<file path="src/rtl/eic_pkg.sv">
package eic_pkg;
  // Strobes from control to datapath
  typedef struct packed {
    logic enLoad;
    logic flagClr;
  } eicStrobe_t;
endpackage

</file>
<file path="src/rtl/eic_pin_sync.sv">
module eic_pin_sync #(
  parameter int STAGES = 2
) (
  input  logic clk,
  input  logic rstN,
  input  logic pinIn,
  output logic pinSync
);
  logic [STAGES-1:0] chain;

  // Reset to the idle-high level so that leaving reset makes no false edge
  always_ff @(posedge clk or negedge rstN) begin
    if (!rstN) chain <= '1;
    else       chain <= {chain[STAGES-2:0], pinIn};
  end

  assign pinSync = chain[STAGES-1];
endmodule

</file>
<file path="src/rtl/eic_datapath.sv">
module eic_datapath
  import eic_pkg::*;
#(
  parameter int NUM_SRC     = 2,
  parameter int SYNC_STAGES = 2
) (
  input  logic               clk,
  input  logic               rstN,
  input  logic [NUM_SRC-1:0] pinIn,
  input  eicStrobe_t         strb,
  input  logic [NUM_SRC-1:0] enData,
  input  logic [NUM_SRC-1:0] clrMask,
  output logic [NUM_SRC-1:0] flagQ,
  output logic [NUM_SRC-1:0] enQ,
  output logic               pendingAny
);
  logic [NUM_SRC-1:0] pinSync;
  logic [NUM_SRC-1:0] prevQ;
  logic [NUM_SRC-1:0] fallEdge;
  logic [NUM_SRC-1:0] clrEff;

  for (genvar i = 0; i < NUM_SRC; i++) begin : g_src
    eic_pin_sync #(.STAGES(SYNC_STAGES)) sync_i (
      .clk    (clk),
      .rstN   (rstN),
      .pinIn  (pinIn[i]),
      .pinSync(pinSync[i])
    );
    assign fallEdge[i] = prevQ[i] & ~pinSync[i];
  end

  assign clrEff = strb.flagClr ? clrMask : '0;

  always_ff @(posedge clk or negedge rstN) begin
    if (!rstN) begin
      prevQ <= '1;
      flagQ <= '0;
      enQ   <= '0;
    end else begin
      prevQ <= pinSync;
      // A new edge wins over a clear in the same cycle
      flagQ <= (flagQ & ~clrEff) | fallEdge;
      if (strb.enLoad) enQ <= enData;
    end
  end

  assign pendingAny = |(flagQ & enQ);
endmodule

</file>
<file path="src/rtl/eic_control.sv">
module eic_control
  import eic_pkg::*;
(
  input  logic       clk,
  input  logic       rstN,
  input  logic       enWrStb,
  input  logic       flagClrStb,
  input  logic       gieWrStb,
  input  logic       gieWrData,
  input  logic       retStb,
  input  logic       pendingAny,
  output eicStrobe_t strb,
  output logic       take,
  output logic       gieQ,
  output logic       inSvc
);
  assign strb.enLoad  = enWrStb;
  assign strb.flagClr = flagClrStb;

  assign take = pendingAny & gieQ & ~inSvc;

  always_ff @(posedge clk or negedge rstN) begin
    if (!rstN) begin
      gieQ  <= 1'b0;
      inSvc <= 1'b0;
    end else if (take) begin
      gieQ  <= 1'b0;
      inSvc <= 1'b1;
    end else if (retStb) begin
      gieQ  <= 1'b1;
      inSvc <= 1'b0;
    end else if (gieWrStb) begin
      gieQ  <= gieWrData;
    end
  end
endmodule

</file>
<file path="src/rtl/ext_irq_ctrl.sv">
module ext_irq_ctrl
  import eic_pkg::*;
#(
  parameter int NUM_SRC     = 2,
  parameter int SYNC_STAGES = 2,
  parameter int VEC_W       = 8,
  parameter int VECTOR_ADDR = 8
) (
  input  logic               clk,
  input  logic               rstN,
  input  logic [NUM_SRC-1:0] pinIn,
  input  logic               enWrStb,
  input  logic [NUM_SRC-1:0] enWrData,
  input  logic               flagClrStb,
  input  logic [NUM_SRC-1:0] flagClrMask,
  input  logic               gieWrStb,
  input  logic               gieWrData,
  input  logic               retStb,
  output logic [NUM_SRC-1:0] flagOut,
  output logic               takePulse,
  output logic [VEC_W-1:0]   vectorAddr
);
  localparam logic [VEC_W-1:0] VecConst = VEC_W'(VECTOR_ADDR);

  eicStrobe_t         strb;
  logic               pendingAny;
  logic [NUM_SRC-1:0] enQ;
  logic               gieQ;
  logic               inSvc;

  eic_datapath #(.NUM_SRC(NUM_SRC), .SYNC_STAGES(SYNC_STAGES)) dp_i (
    .clk       (clk),
    .rstN      (rstN),
    .pinIn     (pinIn),
    .strb      (strb),
    .enData    (enWrData),
    .clrMask   (flagClrMask),
    .flagQ     (flagOut),
    .enQ       (enQ),
    .pendingAny(pendingAny)
  );

  eic_control ctl_i (
    .clk       (clk),
    .rstN      (rstN),
    .enWrStb   (enWrStb),
    .flagClrStb(flagClrStb),
    .gieWrStb  (gieWrStb),
    .gieWrData (gieWrData),
    .retStb    (retStb),
    .pendingAny(pendingAny),
    .strb      (strb),
    .take      (takePulse),
    .gieQ      (gieQ),
    .inSvc     (inSvc)
  );

  assign vectorAddr = takePulse ? VecConst : '0;
endmodule

</file>
<file path="config.mk">
export PLATFORM = sky130hd
export DESIGN_NAME = ext_irq_ctrl
export DESIGN_NICKNAME = d
export VERILOG_FILES = /design/src/rtl/eic_pkg.sv /design/src/rtl/eic_pin_sync.sv /design/src/rtl/eic_datapath.sv /design/src/rtl/eic_control.sv /design/src/rtl/ext_irq_ctrl.sv
export SDC_FILE = /design/constraint.sdc
export NUM_CORES = 1
export LEC_CHECK = 0
export BUFFER_PORTS_ARGS = -buffer_cell sky130_fd_sc_hd__clkbuf_2
export CAP_MARGIN = 20
export CORE_AREA = 5 5 42 44
export CTS_CLUSTER_SIZE = 8
export DETAILED_ROUTE_END_ITERATION = 6
export DIE_AREA = 0 0 47 49
export PLACE_DENSITY = 0.64
export SYNTH_ARGS = -nofsm -noshare
export SYNTH_HDL_FRONTEND = slang
export SYNTH_SLANG_ARGS = --single-unit
</file>
<file path="constraint.sdc">
create_clock -name clk -period 1.8 [get_ports clk]
set_clock_uncertainty 0.15 [all_clocks]
set_input_delay 0.18 -clock clk [delete_from_list [all_inputs] [get_ports clk]]
set_output_delay 0.18 -clock clk [all_outputs]
set_load 0.005 [all_outputs]
</file>
### Word-level counts from Yosys, hierarchy flattened

Cells that the tools add are included.

* register bits: 12
* input bits: 13
* output and inout bits: 11
* logic and storage cells: 28

* muxes and demuxes: 7
* bitwise logic cells: 11
* reductions and logical operators: 3

Operator list (number)
* 1-bit two-way mux: 5
* 1-bit AND: 4
* 2-bit AND: 2
* 4-bit two-way mux: 1
* 1-bit inverter: 3
* 3-bit nonzero test: 1
* 2-bit two-way mux: 1
* 2-bit inverter: 1
* 2-bit OR: 1
* 2-bit nonzero test: 1
* 2-bit OR reduction: 1

### Depth between registers and ports, before layout

* depth in word-level cells: 5
* mapped depth: 3
* gate-level depth less buffers: 2

### By module

A second synthesis with hierarchy kept.

* cell total of the unflattened synthesis: 38
* area, all modules: 496.7 µm²

By module, submodules not included
* eic_datapath: times used 1, cells each 15, area each 224.0 µm², sequential area each 152.6 µm²
* eic_pin_sync: times used 2, cells each 2, area each 52.6 µm², sequential area each 52.6 µm²
* eic_control: times used 1, cells each 10, area each 103.8 µm², sequential area each 50.0 µm²
* ext_irq_ctrl: times used 1, cells each 9, area each 63.8 µm², sequential area each 0.0 µm²

### Worst setup path after synthesis

Ideal clock, no wire load.

* kind: register -> output
* start: reg dp_i.flagQ[1]
* end: out vectorAddr[3]
* arrival: 0.865 ns
* data required time: 1.470 ns
* slack: 0.605 ns
* cell stages (with the launch flop): 4
* buffers on the path: 1
* cells stage by stage: dfrtp_1 > a22oi_1 > nor3_1 > buf_4

* word-level cells in the longest chain between the ends: 5

RTL lines
* start, declared: RTL line eic_datapath.sv:13 `output logic [NUM_SRC-1:0] flagQ,`
* start signal, assigned: RTL line eic_datapath.sv:42 `flagQ <= (flagQ & ~clrEff) | fallEdge;`
* 2-bit AND: RTL line eic_datapath.sv:47 `assign pendingAny = |(flagQ & enQ);`
* 2-bit OR reduction: RTL line eic_datapath.sv:47
* 1-bit AND (2 in a row): RTL line eic_control.sv:20 `assign take = pendingAny & gieQ & ~inSvc;`
* named net takePulse: RTL line ext_irq_ctrl.sv:20 `output logic takePulse,`
* 4-bit two-way mux: RTL line ext_irq_ctrl.sv:58 `assign vectorAddr = takePulse ? VecConst : '0;`
* end, declared: RTL line ext_irq_ctrl.sv:21 `output logic [VEC_W-1:0] vectorAddr`

The timed path passes the listed nets, and every way through them passes these cells.

### Final worst setup path

* start: reg dp_i.flagQ[1]
* end: out vectorAddr[3]

* word-level cells in the longest chain between the ends: 5

RTL lines (RTL line)
* 2-bit AND: eic_datapath.sv:47
* 2-bit OR reduction: eic_datapath.sv:47
* 1-bit AND (2 in a row): eic_control.sv:20
* 4-bit two-way mux: ext_irq_ctrl.sv:58

Every way passes these cells.

==> results.yml <==
setup_path:
  cp_max_fo: 3
  cp_data_arrival_time_ns: 1.17
  cp-startpoint: "dp_i.flagQ[1]"
  reg2reg_slack_ns: 0.70
  crit_type: "reg2out"
  cp-endpoint: "vectorAddr[3]"
  reg2reg_to: "ctl_i.gieQ"
  r2r-start: "ctl_i.gieQ"
  start_kind: "flop"
  reg2regPathDepth: 2
  endpoint_kind: "output pin"
  critPathRequiredTime_ns: 1.47
yosys:
  ys_top_cells_by_area: "dfstp_2 33%, dfrtp_1 31%, buf_4 12%"
  netlist-cell-type-count: 14
  avgSynthCellArea_sq_um: 13.4
  synth_area_sq_um: 482
  ys.warnings.count: 0
  synth_seq_cells: 12
  seq_area_frac_synth_pct: 63.9
  synth_largest_area_cell: "dfstp_2"
  syn_inst: 36
  netlist.area_leader.share_pct: 32.7
timing:
  grt_setup_unrepaired: "false"
  maxSlewViolCount: 0
  report.final.hold_viol_count: 0
  fin_crit_ns: 1.50
  setup_tns_ns: 0
  max_freq_ghz: 0.666
  setup_viol: 0
  finalWorstSetupSlack_ns: 0.298
  final.period_utilization_pct: 83.5
global_route:
  grt_use_total_pct: 7.60
  grt_first_pass_wirelength_mm: 1.22
  antenna_found_initial: 0
  grt-ovfl-total: 0
  grt_pass1_vias: 293
  grt_max_degree: 13
finish:
  fillers: 142
  final_util_pct: 45.0
  areaGrowthSynthToFinish_pct: 30.9
  drive_gt1_share_pct: 49.2
  stdcell_area_sq_um: 631
  insertedDiodeCount: 0
  nets: 73
  fin_cells: 75
clock_network:
  cts_made_buffers: 3
  cts_resized: 0
  clk_latency_ns: 0.27
  root_buffer: "clkbuf_4"
  cts_tree: "yes"
  clk_pin_slew_ns: 0.07
  ctsHoldBuffers: 5
  htree_num_levels: 1
  cts.sinks: 12
  postCtsSetupBuffers: 0
  clockBufferDepth: 2
placement:
  dp_hpwl_microns: 600
  dp_slack_ns: 0.567
  port_buffers: 16
  placed_cell_area_sq_um: 544
  placed_cells: 66
  place.gp.congestion: 0.624
route:
  vias: 302
  drtAntennaViolNets: 0
  via_per_inst: 4.03
  drc: 0
  drt_iter0_drc: 2
  avgRoutedWirePerCell_microns: 9.95
  drtPass1Iterations: 4
  wl_microns: 746
floorplan:
  die_y_microns: 49
  num_io_pins: 24
  die-area_sq_mm: 0.00230
  num_rows: 14
  core_sq_mm: 0.00140
  die_w_microns: 47
  start_util_pct: 34.4
power_and_ir_drop:
  ir_worst_vdd_mv: 0.447
  p_leak_nw: 0.321
  cellPowerDensity_mw_per_mm2: 1030
min_path:
  min_path_type: "in2reg"
  hp-start: "retStb"
run_status:
  status: "complete, no violations"
flow_run:
  cap_violations: 0
==> Yosys cell counts <==
cell	number
a22o_1	2
a22oi_1	1
buf_4	8
conb_1	1
dfrtp_1	6
dfstp_2	6
inv_1	3
mux2_2	2
mux2_4	1
nand2_1	2
nand2b_1	1
nor3_1	1
o31ai_1	1
o32a_1	1
==> state kept, by name, summed over array words and instances, names as in the netlist <==
signal                   count
dp_i.g_src.sync_i.chain      4
dp_i.flagQ                   2
dp_i.enQ                     2
ctl_i.gieQ                   1
ctl_i.inSvc                  1
dp_i.prevQ                   2
==> logic make-up after synthesis <==
family / share of synthesized area [%]
flops: 63.9
buf+inv: 14.8
compound gates: 8.83
simple gates: 3.90
mux: 7.79
other cells: 0.778
==> power by group <==
part / internal, W / switching (W)
Clock: 0.000123 / 0.0000843
Sequential: 0.000310 / 0.0000228
Combinational: 0.0000610 / 0.0000465
==> layout make-up <==
class / instances / area (sq um) / area share [%]
multi-input cells: 19 / 125 / 19.8
repair buffers: 21 / 130 / 20.6
clock buffers: 4 / 36.3 / 5.75
well taps: 16 / 20.0 / 3.17
inverters: 3 / 11.3 / 1.79
flip-flops and latches: 12 / 308 / 48.8
==> cells in the final DEF, fill, tap and decap left out, types with 2 or more instances in the layout <==
cell type      synthesis  layout
a22o_1                 2       2
clkbuf_2               0      16
clkbuf_4               0       3
conb_1                 1       7
dfrtp_1                6       6
dfstp_2                6       6
dlygate4sd3_1          0       5
inv_1                  3       3
mux2_2                 2       2
nand2_1                2       2
==> through the flow <==
stage / total power [W] / hold WS, ns
finish: 0.000647 / 0.0181
global route: 0.000682 / 0.0222
CTS: 0.000658 / 0.0141
detailed placement: 0.000439 / -0.0817
global placement: 0.000435 / -0.0811
floorplan: 0.000409 / -0.266
==> layer usage <==
| metal | routed length (microns) | global-route usage (%) | share of wire [%] |
|---|---|---|---|
| met1 | 350 | 11.0 | 47 |
| met2 | 306 | 9.28 | 41 |
| met3 | 90 | 2.21 | 12 |
| met4 | 0 | 5.53 | 0 |
| met5 | 0 | 0 | 0 |
==> how the worst min path moves through the flow <==
| stage | end | slack (ns) | cells past startpoint |
|---|---|---|---|
| floorplan | ctl_i.gieQ | -0.27 | 0 |
| global placement | dp_i.enQ[0] | -0.08 | 1 |
| CTS | ctl_i.gieQ | 0.01 | 2 |
| detailed placement | dp_i.enQ[0] | -0.08 | 1 |
| global route | ctl_i.gieQ | 0.02 | 2 |
| finish | ctl_i.gieQ | 0.02 | 2 |
==> critical path, cell delays in order (launching register included) <==
cell and delay, ns:
dfrtp_1 0.41, a22oi_1 0.27, nor3_1 0.10, clkbuf_2 0.12
Power figures use the tool's default switching activity.
